$ cat config.mk
export PLATFORM = sky130hd
export DESIGN_NAME = ramp_irq_gen
export DESIGN_NICKNAME = d
export VERILOG_FILES = /design/src/rtl/rig_pkg.sv /design/src/rtl/rig_rate_gate.sv /design/src/rtl/rig_phase_cmp.sv /design/src/rtl/rig_rect_edge.sv /design/src/rtl/ramp_irq_gen.sv
export SDC_FILE = /design/constraint.sdc
export NUM_CORES = 1
export LEC_CHECK = 0
export ABC_AREA = 1
export BUFFER_PORTS_ARGS = -buffer_cell sky130_fd_sc_hd__clkbuf_2
export CAP_MARGIN = 20
export CORE_ASPECT_RATIO = 1.5
export CORE_MARGIN = 1.5
export CORE_UTILIZATION = 59
export DETAILED_ROUTE_END_ITERATION = 10
export GPL_TIMING_DRIVEN = 0
export MAX_ROUTING_LAYER = met4
export PLACE_DENSITY = 0.8
export REMOVE_ABC_BUFFERS = 1
export SKIP_LAST_GASP = 1
export SLEW_MARGIN = 20
export SYNTH_ARGS = -nofsm -noshare
export SYNTH_HDL_FRONTEND = slang
export SYNTH_SLANG_ARGS = --single-unit
$ cat constraint.sdc
create_clock -name clk -period 4.48 [get_ports clk]
set_input_delay 0.448 -clock clk [delete_from_list [all_inputs] [get_ports clk]]
set_output_delay 0.448 -clock clk [all_outputs]
set_load 0.03 [all_outputs]
$ cat src/rtl/rig_pkg.sv
`timescale 1ns/1ps
package rig_pkg;
    localparam int PHASE_W = 4;
    localparam int RATE_W  = 3;
    localparam int MAX_LOG = 6;
    localparam int PER_W   = MAX_LOG;

    // codes above MAX_LOG alias to MAX_LOG
    function automatic logic [RATE_W-1:0] rate_log(input logic [RATE_W-1:0] code);
        if (code >= RATE_W'(MAX_LOG)) return RATE_W'(MAX_LOG);
        return code;
    endfunction

    typedef struct packed {
        logic done_a;
        logic done_b;
        logic irq_a;
        logic irq_b;
    } irq_state_t;
endpackage

$ cat src/rtl/rig_rate_gate.sv
`timescale 1ns/1ps
module rig_rate_gate
    import rig_pkg::*;
#(
    parameter int CNT_W = 12
) (
    input  logic                clk,
    input  logic                rst,
    input  logic [CNT_W-1:0]    ramp_cnt,
    input  logic [RATE_W-1:0]   rate_code,
    output logic                wrap,
    output logic                gate_open
);
    typedef struct packed {
        logic [CNT_W-1:0] prev;
        logic [PER_W-1:0] per;
    } gate_state_t;

    gate_state_t st_d, st_q;
    logic [PER_W-1:0]  idx;
    logic [PER_W-1:0]  mask;
    logic [PER_W:0]    span;
    logic [RATE_W-1:0] n_log;

    always_comb begin
        wrap      = (ramp_cnt < st_q.prev);
        idx       = st_q.per + PER_W'(wrap);
        n_log     = rate_log(rate_code);
        span      = (PER_W+1)'(1) << n_log;
        mask      = PER_W'(span - (PER_W+1)'(1));
        gate_open = ((idx & mask) == '0);
        st_d.prev = ramp_cnt;
        st_d.per  = idx;
    end

    always_ff @(posedge clk) begin
        if (rst) st_q <= '0;
        else     st_q <= st_d;
    end
endmodule

$ cat src/rtl/rig_phase_cmp.sv
`timescale 1ns/1ps
module rig_phase_cmp
    import rig_pkg::*;
#(
    parameter int CNT_W = 12
) (
    input  logic [CNT_W-1:0]   ramp_cnt,
    input  logic [CNT_W-1:0]   period_len,
    input  logic               half_mode,
    input  logic [PHASE_W-1:0] phase_sel,
    output logic               reached
);
    localparam int PROD_W = CNT_W + PHASE_W;

    logic [CNT_W-1:0]  max_cnt;
    logic [PROD_W-1:0] prod;
    logic [CNT_W-1:0]  cmp_val;

    always_comb begin
        max_cnt = half_mode ? (period_len >> 1) : period_len;
        prod    = PROD_W'(max_cnt) * PROD_W'(phase_sel);
        cmp_val = CNT_W'(prod >> PHASE_W);
        reached = (ramp_cnt >= cmp_val);
    end
endmodule

$ cat src/rtl/rig_rect_edge.sv
`timescale 1ns/1ps
module rig_rect_edge #(
    parameter int SYNC_STAGES = 2
) (
    input  logic clk,
    input  logic rst,
    input  logic vrect_in,
    output logic fall
);
    // stages 0..SYNC_STAGES-1 synchronise, last stage holds previous value
    logic [SYNC_STAGES:0] sh_d, sh_q;

    always_comb begin
        sh_d = {sh_q[SYNC_STAGES-1:0], vrect_in};
        fall = sh_q[SYNC_STAGES] & ~sh_q[SYNC_STAGES-1];
    end

    always_ff @(posedge clk) begin
        if (rst) sh_q <= '0;
        else     sh_q <= sh_d;
    end
endmodule

$ cat src/rtl/ramp_irq_gen.sv
`timescale 1ns/1ps
module ramp_irq_gen
    import rig_pkg::*;
#(
    parameter int CNT_W       = 12,
    parameter int SYNC_STAGES = 2
) (
    input  logic               clk,
    input  logic               rst,
    input  logic [CNT_W-1:0]   ramp_cnt,
    input  logic [CNT_W-1:0]   period_len,
    input  logic               half_mode,
    input  logic               t1_strobe,
    input  logic               t2_strobe,
    input  logic               vrect_in,
    input  logic               a_en,
    input  logic               a_sel_phase,
    input  logic               b_en,
    input  logic               b_sel_vrect,
    input  logic [3:0]         phase_sel,
    input  logic [2:0]         rate_code,
    output logic               irq_a,
    output logic               irq_b
);
    logic wrap, gate_open, reached, fall;
    logic raw_a, raw_b, done_a, done_b;
    irq_state_t st_d, st_q;

    rig_rate_gate #(.CNT_W(CNT_W)) i_gate (
        .clk       (clk),
        .rst       (rst),
        .ramp_cnt  (ramp_cnt),
        .rate_code (rate_code),
        .wrap      (wrap),
        .gate_open (gate_open)
    );

    rig_phase_cmp #(.CNT_W(CNT_W)) i_phase (
        .ramp_cnt   (ramp_cnt),
        .period_len (period_len),
        .half_mode  (half_mode),
        .phase_sel  (phase_sel),
        .reached    (reached)
    );

    rig_rect_edge #(.SYNC_STAGES(SYNC_STAGES)) i_edge (
        .clk      (clk),
        .rst      (rst),
        .vrect_in (vrect_in),
        .fall     (fall)
    );

    always_comb begin
        raw_a       = a_sel_phase ? reached : t1_strobe;
        raw_b       = b_sel_vrect ? fall    : t2_strobe;
        // a new period forgets the previous period's event
        done_a      = st_q.done_a & ~wrap;
        done_b      = st_q.done_b & ~wrap;
        st_d.irq_a  = a_en & raw_a & ~done_a & gate_open;
        st_d.irq_b  = b_en & raw_b & ~done_b & gate_open;
        st_d.done_a = done_a | raw_a;
        st_d.done_b = done_b | raw_b;
    end

    always_ff @(posedge clk) begin
        if (rst) st_q <= '0;
        else     st_q <= st_d;
    end

    assign irq_a = st_q.irq_a;
    assign irq_b = st_q.irq_b;
endmodule

# After elaboration in Yosys (flattened, before gate mapping)
# Cells that the tools add are included.
# totals
latchBits,0
mem_bits_rw,0
rom_bits,0
regBits,25
output_inout_bits,2
n_memories,0
wordCells,37
in_bits,41
# op_classes
n_mul,1
shift,1
bitwise_logic,16
n_mux,6
div,0
order_cmp,3
reduce_logical,1
eq_ne,0
n_addsub,2
# op_table
op,n
12-bit by 4-bit multiplier with 16-bit output,1
12-bit greater-or-equal comparator,1
12-bit < comparator,1
12-bit two-way mux,1
1-bit AND,9
6-bit by 1-bit adder with 6-bit output,1
6-bit AND,1
6-bit logical NOT,1
3-bit two-way mux,2
"1-bit by 3-bit left shift with 6-bit output, first input constant",1
"6-bit by 1-bit subtractor with 6-bit output, second input constant",1
1-bit NOT,4
"3-bit greater-or-equal comparator, second input constant",1
1-bit two-way mux,3
1-bit bitwise OR,2

# Logic depth before layout (Yosys ltp)
# Gate-level depths: netlist of run 1.
# depth
word_depth,8
ltp_mapped,28
mapped_depth_nobuf,28

# Hierarchy
# Synthesis of run 1 repeated with hierarchy kept, for this count alone.
# hier_totals
cells_unflattened,473
hier_area_um2,3224.3
# modules_own_cells
module,area_each_um2,seq_area_each_um2,cells_each,n_inst
rig_phase_cmp,1971.9,0.0,293,1
rig_rate_gate,979.7,360.3,141,1
ramp_irq_gen,180.2,80.1,28,1
rig_rect_edge,92.6,60.1,11,1

# Worst setup path after synthesis of run 1
# No wires, ideal clock.
# synth_timing
path_kind,input-to-reg
start,input half_mode
end,register st_q[3] (netlist bit)
arrival_time_ps,4097
slack_ps,327
setup_time_ps,56
path_buffers,1
required_time_ps,4424
stages,26
path_cell_list,buf_6 mux2i_1 nor2_1 fa_1 inv_1 fa_1 inv_1 ha_1 a21oi_1 a21boi_1 o21ai_4 nand3_1 nand2_1 nand2_1 nand2_1 ha_1 nand2_1 nor2_1 nand2_1 nor2_1 nand2_1 nand4_1 nand2_1 nand3_1 nand2_1 inv_1
# synth_via
elab_chain_len,5
# synth_lines
item,line,text
from (decl),ramp_irq_gen.sv:12,"input logic half_mode,"
12-bit two-way mux,rig_phase_cmp.sv:20,max_cnt = half_mode ? (period_len >> 1) : period_len;
12-bit by 4-bit multiplier with 16-bit output,rig_phase_cmp.sv:21,prod = PROD_W'(max_cnt) * PROD_W'(phase_sel);
12-bit greater-or-equal comparator,rig_phase_cmp.sv:23,reached = (ramp_cnt >= cmp_val);
1-bit two-way mux,ramp_irq_gen.sv:54,raw_a = a_sel_phase ? reached : t1_strobe;
1-bit bitwise OR,ramp_irq_gen.sv:61,st_d.done_a = done_a | raw_a;
to (signal assigned),ramp_irq_gen.sv:67,else st_q <= st_d;
to (decl),ramp_irq_gen.sv:27,"irq_state_t st_d, st_q;"
# No other way between the ends.
# A chain may end at the register's enable or synchronous reset.

# Worst setup path in the final report of run 1
# Ends and elaborated chain as after synthesis.

==> results of run 1 <==
power groups by stage:
stage	combinational (mW)	sequential (mW)	clock, mW
final	0.667	0.239	0.137
after global routing	0.777	0.240	0.147
after CTS	0.640	0.239	0.140
after detailed placement	0.636	0.244	0
after global placement	0.613	0.244	0
after floorplan	0.496	0.246	0
sequential cells by signal (all words and copies together) (netlist names):
| register | count |
|---|---|
| st_q | 2 |
| i_edge.sh_q | 3 |
| irq_b | 1 |
| irq_a | 1 |
| i_gate.st_q | 18 |
synthesized netlist by cell type, types with 5 or more instances:
master	instances
a21oi_1	24
dfxtp_1	25
fa_1	19
ha_1	43
inv_1	97
mux2i_1	5
nand2_1	83
nand2_2	6
nand2_4	5
nand3_1	22
nor2_1	68
o21ai_0	11
or2_2	9
xnor2_1	7
logic make-up (layout without fill, tap and decap cells):
logic type                 Yosys count  in the layout  share of synthesized area
AOI/OAI and AO/OA                   46             46                    0.08416
DFF                                 25             25                     0.1573
buffers and inverters              106            149                     0.1357
muxes                                5              5                    0.01573
and+or+nand+nor                    204            204                     0.2882
xor gates and xnor gates            11             11                    0.03028
adders and majority gates           62             62                     0.2886
worst max-delay path: stages:
cell,delay (ns)
buf_6,0.17
inv_2,0.13
or2_2,0.30
o21ai_2,0.08
nor2_1,0.08
fa_1,0.47
inv_1,0.05
fa_1,0.53
inv_1,0.04
ha_1,0.34
a21oi_1,0.22
o21ai_0,0.17
a21oi_1,0.20
nand2_1,0.08
nand2_1,0.05
nand2_1,0.05
ha_1,0.26
nand2_1,0.07
nor2_2,0.15
nand2_1,0.07
nor2_1,0.08
nand2_1,0.06
nand4_1,0.10
nand2_1,0.07
nand3_1,0.06
nand2_1,0.05
inv_1,0.05
area by class of cell:
type | instances | area share
Inverter | 103 | 0.1148
Clock inverter | 1 | 0.002088
Clock buffer | 3 | 0.01148
Tap cell | 68 | 0.02366
Timing Repair Buffer | 42 | 0.06019
Sequential cell | 25 | 0.1392
Multi-Input combinational cell | 328 | 0.6486
final timing paths:
check | start | to | slack (ns) | cells after the start
worst max-delay path | half_mode | st_q[3] | 0.24 | 27
worst min-delay path | vrect_in | i_edge.sh_q[0] | 0.36 | 3
worst max register to register | i_gate.st_q[17] | irq_b | 1.97 | 18
worst min register to register | i_edge.sh_q[0] | i_edge.sh_q[1] | 0.42 | 2
routing by layer:
metal	part of all wire	up-vias	track usage
li1	-	1504	-
met1	0.40	1294	0.2278
met2	0.54	69	0.4637
met3	0.028	15	0.01215
met4	0.032	0	0.09444
met5	0	-	-
timing repair:
item | in CTS | in global routing
setup endpoints to repair | 2 | 2
hold buffers | 0 | 0
pin swaps | 0 | 3
resized for setup | 2 | 25
==> results.yml, run 1 <==
synth:
  yosys_warnings: 0
  yosysSeqAreaShare: 0.1573
  synth_cells: 459
  synth.area.top_cells: "ha_1 (17%), dfxtp_1 (16%), fa_1 (12%)"
  synth_top_area_share: 0.1691
  synth.distinct_cells: 36
  synth_top_area_cell: "ha_1"
  async_flop_share: 0
  synth_edf_count: 0
  synth.avg_cell_area_sq_um: 6.932
  ys_seq_elements: 25
  synth_ff_type: "dfxtp_1"
  netlist_area_sq_um: 3182
final_layout:
  multi_input_area_sq_um: 2332
  final_cell_area_sq_um: 3596
  seq_area_sq_um: 500.5
  drive_gt1_frac: 0.1892
  final_cell_mix: "inv_1 (97), nand2_1 (82), nor2_1 (67), ha_1 (41), clkbuf_2 (41)"
  final.fill_count: 465
  post-route-util: 0.6962
  layout_commonest_cell: "inv_1"
  syn2layout_area_growth_pct: 13.02
  finalNetCount: 606
  num_antenna_cells: 0
  fin_cells: 570
setup_path:
  worst_ep_arrival_time_ns: 4.47
  path_max_fanout: 11
  crit_type: "in2reg"
  cp.required_ns: 4.71
  start_kind: "primary input"
  cp-end-kind: "flop"
placed_design:
  dp_cells: 566
  place_area_sq_um: 3458
  io_buffers: 42
  place_congestion: 0.8395
  dp_hpwl_um: 5271
  dp_slack_ns: -0.4360
sta:
  holdWs_ns: 0.3633
  max_slew_margin: 0.6853
  setup_viol: 0
  maxSlewViolCount: 0
  hold_violations: 0
  finalCritPeriodShare: 0.9458
  fin_tns_setup_ns: 0
  worst_pin_slew_ns: 0.4720
  skew_ns: 0.01049
  finalWorstPathRequiredPeriod_ns: 4.237
  max_freq_ghz: 0.2360
  fin_ws_ns: 0.2427
pwr:
  power.internal_uw: 566.5
  clkPwrFrac: 0.131
  combPwrFrac: 0.640
  power.share.switching: 0.4565
  p_per_area_nw_per_um2: 289.9
  irDropWorstVdd_uv: 126.3
  p_leak_nw: 2.004
  power.switching_uw: 475.8
  seqPwrFrac: 0.229
  total_power_mw: 1.042
global_route:
  overflow: 0
  grt_max_degree: 23
  grt_pass1_wl_um: 11000
  antenna_found_initial: 0
  grt_usage: 0.2321
  grt_pass1_vias: 2855
clocking:
  clockRootBuffer: "clkbuf_8"
  post_cts_buffers: 0
  insertion_delay_ns: 0.27
  cts_tree: "done"
  htreeDepth: 1
  clk_transition_reported_paths_ns: 0.09
  cts_made_buffers: 3
  clock-sinks: 25
  clockBufferDepth: 2
detailed_routing:
  drc: 0
  dr_total_vias: 2882
  drt_iter0_drc: 108
  wl_um: 6194
  via_per_inst: 5.056
  ant_nets: 0
  drtPass1Iterations: 4
  route.detailed.wl_per_inst_um: 10.87
floorplan:
  dieArea_sq_um: 5852
  dieWidth_um: 62.96
  start_util: 0.6160
  io-pin-count: 43
  die_height_um: 92.94
  core_sq_um: 5165
  rows: 32
hold_path:
  holdCritPathClass: "in2reg"
status:
  status: "finished clean"
run:
  timing.max_cap.violations: 0
No activity file was read; power rests on OpenSTA's default activity.
==> run 2, diff against run 1 <==
--- a/config.mk
+++ b/config.mk
@@ -8,13 +8,16 @@
 export ABC_AREA = 1
 export BUFFER_PORTS_ARGS = -buffer_cell sky130_fd_sc_hd__clkbuf_2
 export CAP_MARGIN = 20
+export CELL_PAD_IN_SITES_DETAIL_PLACEMENT = 0
+export CELL_PAD_IN_SITES_GLOBAL_PLACEMENT = 1
 export CORE_ASPECT_RATIO = 1.5
 export CORE_MARGIN = 1.5
-export CORE_UTILIZATION = 59
+export CORE_UTILIZATION = 42
 export DETAILED_ROUTE_END_ITERATION = 10
 export GPL_TIMING_DRIVEN = 0
 export MAX_ROUTING_LAYER = met4
 export PLACE_DENSITY = 0.8
+export RECOVER_POWER = 100
 export REMOVE_ABC_BUFFERS = 1
 export SKIP_LAST_GASP = 1
 export SLEW_MARGIN = 20
==> results.yml, run 2 (synthesized netlist as in run 1, its figures left out) <==
global_route:
  grt_usage: 0.1809
  grt_pass1_vias: 2806
  antenna_found_initial: 0
  grt_pass1_wl_um: 11230
  overflow: 0
  grt_max_degree: 23
setup_path:
  cp.depth: 26
  reg2reg_depth: 18
  cp-end-kind: "flop"
  cp.required_ns: 4.71
  worst_ep_arrival_time_ns: 4.45
  cp_top_family: "adder cells"
  critPathBufInv: 5
  crit_type: "in2reg"
  start_kind: "primary input"
  path_max_fanout: 11
  crit_top_cell: "nand2_1"
  crit_path_top_delay_cell: "fa_1"
  critPathMaxStageDelay_ns: 0.53
hold_path:
  holdCritPathClass: "in2reg"
  holdPathStages: 3
sta:
  finalWorstPathRequiredPeriod_ns: 4.221
  max_freq_ghz: 0.2369
  finalCritPeriodShare: 0.9422
  skew_ns: 0.005241
  maxSlewViolCount: 0
  hold_violations: 0
  fin_tns_setup_ns: 0
  setup_viol: 0
  worst_pin_slew_ns: 0.4370
  max_slew_margin: 0.7086
clocking:
  cts_hold_buf: 0
  clock-sinks: 25
  insertion_delay_ns: 0.28
  cts_made_buffers: 3
  cts_tree: "done"
  htreeDepth: 1
  clockBufferDepth: 2
  clk_transition_reported_paths_ns: 0.08
  clockRootBuffer: "clkbuf_8"
pwr:
  power.share.switching: 0.4580
  seqPwrFrac: 0.227
  p_leak_nw: 2.003
  combPwrFrac: 0.645
  irDropWorstVdd_uv: 108.6
  power.internal_uw: 569.7
  p_per_area_nw_per_um2: 287.9
  clkPwrFrac: 0.128
  power.switching_uw: 481.4
floorplan:
  die_height_um: 109.6
  dieArea_sq_um: 8118
  core_sq_um: 7274
  rows: 38
  start_util: 0.4374
  io-pin-count: 43
  dieWidth_um: 74.07
final_layout:
  fin_cells: 603
  largest_reg_flops: 18
  max_flop_register: "i_gate.st_q"
  final_cell_mix: "inv_1 (97), nand2_1 (83), nor2_1 (66), ha_1 (41), clkbuf_2 (39)"
  reg_top3: "i_gate.st_q x18, i_edge.sh_q x3, st_q x2"
  layout_commonest_cell: "inv_1"
  final_cell_area_sq_um: 3651
  drive_gt1_frac: 0.1869
  final.fill_count: 774
  finalNetCount: 607
  syn2layout_area_growth_pct: 14.75
  num_antenna_cells: 0
detailed_routing:
  via_per_inst: 4.701
  wl_um: 6567
  ant_nets: 0
  drtPass1Iterations: 4
  dr_total_vias: 2835
  drt_iter0_drc: 30
  drc: 0
  route.detailed.wl_per_inst_um: 10.89
run:
  timing.max_cap.violations: 0
placed_design:
  dp_cells: 598
  dp_hpwl_um: 5777
  io_buffers: 42
  place_area_sq_um: 3498
  place_congestion: 0.8837
status:
  status: "finished clean"
[run 2: worst paths after layout]
| path | startpoint | to | slack (ns) |
|---|---|---|---|
| setup / recovery | half_mode | st_q[3] | 0.26 |
| hold / removal | vrect_in | i_edge.sh_q[0] | 0.36 |
| setup reg to reg | i_gate.st_q[17] | irq_b | 1.96 |
| hold reg to reg | i_edge.sh_q[0] | i_edge.sh_q[1] | 0.42 |
[run 2: power by group through the flow]
stage	logic [mW]	clock network (mW)	registers [mW]
2_1_floorplan	0.496	0	0.246
3_3_place_gp	0.631	0	0.244
3_5_place_dp	0.647	0	0.244
4_1_cts	0.653	0.141	0.239
5_1_grt	0.786	0.148	0.241
6_report	0.677	0.135	0.239
[run 2: metrics by stage]
| step | worst slack [ns] | util | hold slack, ns | power, mW |
|---|---|---|---|---|
| global placement | -0.4748 | 0.4809 | 0.3947 | 0.8752 |
| floorplan | 0.4593 | - | 0.3883 | 0.7418 |
| finish | 0.2589 | 0.5019 | 0.3624 | 1.051 |
| detailed placement | -0.5800 | 0.4809 | 0.3997 | 0.8915 |
| CTS | 0.02963 | 0.4888 | 0.3560 | 1.033 |
| global route | -0.009905 | 0.5019 | 0.3601 | 1.174 |
[run 2: per-layer routing]
layer,global-route usage,up-vias,routed length (um)
met1,0.1602,1267,2439
met4,0.09259,0,247
met5,-,-,0
li1,-,1498,-
met2,0.3667,52,3708
met3,0.008249,18,171
[run 2: what timing repair did]
action	in CTS	in global routing
setup buffers	0	1
endpoints found under the setup margin	2	2
pin swaps	0	3
gates resized for setup	5	25
gates cloned	0	0
[run 2: final cells by class]
type,count,area (sq um),area share
multi-input combinational,328,2344,0.6419
sequential,25,500.5,0.1371
inverter,103,415.4,0.1138
timing repair buffer,43,221.5,0.06066
tap,100,125.1,0.03427
clock buffer,4,45.04,0.01234
[run 2: worst reg2reg max path, delay by kind of cell (launching register included)]
family | cells | cell delay, ns
flip-flops | 1 | 0.32
AND/OR/NAND/NOR | 9 | 0.87
adder cells (fa/ha/maj) | 3 | 0.78
buffers and inverters | 4 | 0.22
AO/OA/AOI/OAI | 2 | 0.25
==> run 3, diff against run 2 <==
--- a/config.mk
+++ b/config.mk
@@ -5,18 +5,17 @@
 export SDC_FILE = /design/constraint.sdc
 export NUM_CORES = 1
 export LEC_CHECK = 0
-export ABC_AREA = 1
 export BUFFER_PORTS_ARGS = -buffer_cell sky130_fd_sc_hd__clkbuf_2
 export CAP_MARGIN = 20
 export CELL_PAD_IN_SITES_DETAIL_PLACEMENT = 0
 export CELL_PAD_IN_SITES_GLOBAL_PLACEMENT = 1
 export CORE_ASPECT_RATIO = 1.5
 export CORE_MARGIN = 1.5
-export CORE_UTILIZATION = 42
+export CORE_UTILIZATION = 44
 export DETAILED_ROUTE_END_ITERATION = 10
 export GPL_TIMING_DRIVEN = 0
 export MAX_ROUTING_LAYER = met4
-export PLACE_DENSITY = 0.8
+export PLACE_DENSITY = 0.81
 export RECOVER_POWER = 100
 export REMOVE_ABC_BUFFERS = 1
 export SKIP_LAST_GASP = 1
==> results.yml, run 3 <==
sta:
  max_freq_ghz: 0.2189
  hold_violations: 0
  setup_viol: 2
  skew_ns: 0.009139
  fin_tns_setup_ns: -0.1685
  worst_pin_slew_ns: 1.086
  fin_ws_ns: -0.08918
  finalCritPeriodShare: 1.020
  rsz0062_at_grt: "yes"
  holdWs_ns: 0.3842
  finalWorstPathRequiredPeriod_ns: 4.569
  maxSlewViolCount: 0
  max_slew_margin: 0.2759
detailed_routing:
  drc: 0
  route.detailed.wl_per_inst_um: 12.31
  drtPass1Iterations: 4
  ant_nets: 0
  drt_iter0_drc: 69
  wl_um: 5910
  dr_total_vias: 2434
  via_per_inst: 5.071
floorplan:
  dieArea_sq_um: 7130
  io-pin-count: 43
  die_height_um: 102.7
  core_sq_um: 6441
  start_util: 0.4524
  dieWidth_um: 69.45
  rows: 36
setup_path:
  start_kind: "primary input"
  path_max_fanout: 6
  setup.worst_path.end: "st_q[3]"
  cp.required_ns: 4.60
  crit_type: "in2reg"
  rrSetupSlack_ns: 1.28
  cp-end-kind: "flop"
  crit_start: "half_mode"
  worst_ep_arrival_time_ns: 4.69
  r2r-start: "i_gate.st_q[15]"
  worstReg2RegEnd: "irq_a"
  reg2reg_depth: 15
final_layout:
  drive_gt1_frac: 0.2277
  seq_area_sq_um: 500.5
  finalNetCount: 508
  final_cell_mix: "inv_1 (51), ha_1 (38), clkbuf_2 (38), nor2b_1 (32), dfxtp_1 (25)"
  num_antenna_cells: 0
  largest_reg_flops: 18
  max_flop_register: "i_gate.st_q"
  reg_top3: "i_gate.st_q x18, i_edge.sh_q x3, st_q x2"
  multi_input_area_sq_um: 2395
  final.fill_count: 605
  syn2layout_area_growth_pct: 22.84
  layout_commonest_cell: "inv_1"
global_route:
  grt_pass1_vias: 2411
  grt_usage: 0.1726
  overflow: 0
  grt_max_degree: 25
  antenna_found_initial: 0
  grt_pass1_wl_um: 9915
clocking:
  clockBufferDepth: 2
  cts_tree: "done"
  cts_hold_buf: 0
  insertion_delay_ns: 0.27
  clockRootBuffer: "clkbuf_8"
  htreeDepth: 1
  clock-sinks: 25
  clk_transition_reported_paths_ns: 0.09
  cts_made_buffers: 3
synth:
  ys_seq_elements: 25
  synth_top_area_cell: "ha_1"
  async_flop_share: 0
  yosys_warnings: 0
  synth_ff_type: "dfxtp_1"
  synth_edf_count: 0
  synth_cells: 350
  synth_top_area_share: 0.1846
  synth_common_cells: "inv_1 (53), ha_1 (43), nor2b_1 (34)"
  synth.distinct_cells: 39
  yosysSeqAreaShare: 0.1717
  synth.avg_cell_area_sq_um: 8.326
  netlist_area_sq_um: 2914
  yosysMostFrequentCell: "inv_1"
  synth.area.top_cells: "ha_1 (18%), dfxtp_1 (17%), fa_1 (13%)"
pwr:
  p_per_area_nw_per_um2: 284.1
  clkPwrFrac: 0.134
  seqPwrFrac: 0.237
  total_power_mw: 1.017
  combPwrFrac: 0.629
  irDropWorstVdd_uv: 105.8
  power.share.switching: 0.4131
  p_leak_nw: 1.739
  power.internal_uw: 596.8
  power.switching_uw: 420.1
placed_design:
  io_buffers: 42
  dp_slack_ns: -1.131
  dp_hpwl_um: 4826
  place_congestion: 0.8142
run:
  timing.max_cap.violations: 0
hold_path:
  holdCritPathClass: "in2reg"
status:
  violations: "setup timing"
  status: "finished, violations left"
==> run 3: cell types whose count changed in the layout (fill, tap and decap cells not counted), moves of 10 or more <==
cell      delta
nand3_1     -15
nand2_1     -64
nor2b_1     +32
nand2b_1    +10
nor2_1      -44
buf_4       +12
inv_1       -46
==> run 3: critical path, stage by stage <==
cell       delay, ns
clkbuf_16       0.15
mux2i_4         0.27
nor2b_2         0.07
fa_1            0.53
inv_1           0.05
fa_1            0.49
inv_2           0.05
ha_4            0.26
nand4_1         0.14
o41ai_4         0.31
nand4_1         0.22
and3b_2         0.27
buf_4           0.13
buf_4           0.12
xor2_1          0.13
ha_1            0.29
a21o_1          0.19
a21oi_2         0.11
o21ai_1         0.09
a21oi_2         0.19
buf_4           0.14
a21oi_2         0.04
==> run 3: worst min path at each step <==
stage | startpoint | cells past startpoint | slack (ns) | to
global route | vrect_in | 2 | 0.41 | i_edge.sh_q[0]
detailed placement | i_edge.sh_q[0] | 1 | 0.42 | i_edge.sh_q[1]
finish | vrect_in | 2 | 0.38 | i_edge.sh_q[0]
CTS | vrect_in | 2 | 0.39 | i_edge.sh_q[0]
floorplan | i_edge.sh_q[0] | 1 | 0.41 | i_edge.sh_q[1]
global placement | i_edge.sh_q[0] | 1 | 0.43 | i_edge.sh_q[1]
==> run 3: timing repair <==
item / CTS / global route
resized for setup: 27 / 16
endpoints found under the setup margin: 2 / 2
buffers inserted: 9 / 5
gates cloned: 1 / 0
pin swaps: 24 / 16
endpoints found under the hold margin: 0 / 0
==> run 3: cells by family after synthesis <==
family,Yosys count,synth area share
AND/OR/NAND/NOR,125,0.2336
adder cells (fa/ha/maj),62,0.3152
buffers and inverters,59,0.07600
AO/OA/AOI/OAI,54,0.1219
flip-flops,25,0.1717
XOR/XNOR,13,0.03907
multiplexers,12,0.04251
==> run 3: area by class of cell <==
type | instances | share of cell area
clock buffer | 3 | 0.01153
clock inverter | 1 | 0.002097
inverter | 53 | 0.05662
multi-input combinational | 266 | 0.6690
sequential | 25 | 0.1398
tap | 76 | 0.02656
timing repair buffer | 56 | 0.09437
==> run 3: power groups by stage <==
stage,combinational [mW],clock (mW),sequential (mW)
floorplan,0.416,0,0.248
global placement,0.536,0,0.246
detailed placement,0.547,0,0.247
CTS,0.609,0.139,0.242
global route,0.732,0.145,0.243
finish,0.639,0.136,0.241
==> run 3: metrics by stage <==
stage | util | cell area [sq um] | instances
floorplan | - | 2892 | 344
global placement | 0.4963 | 3197 | 462
detailed placement | 0.4963 | 3197 | 462
CTS | 0.5396 | 3476 | 475
global route | 0.5558 | 3580 | 480
finish | 0.5558 | 3580 | 480
==> run 3: layer usage <==
| layer | part of all wire | wire (um) | vias to the layer above | track usage |
|---|---|---|---|---|
| met4 | 0.0051 | 30 | 0 | 0.03167 |
| met1 | 0.42 | 2482 | 1130 | 0.1753 |
| li1 | - | - | 1268 | - |
| met2 | 0.55 | 3269 | 34 | 0.3617 |
| met3 | 0.021 | 127 | 2 | 0.009775 |
| met5 | 0 | 0 | - | - |
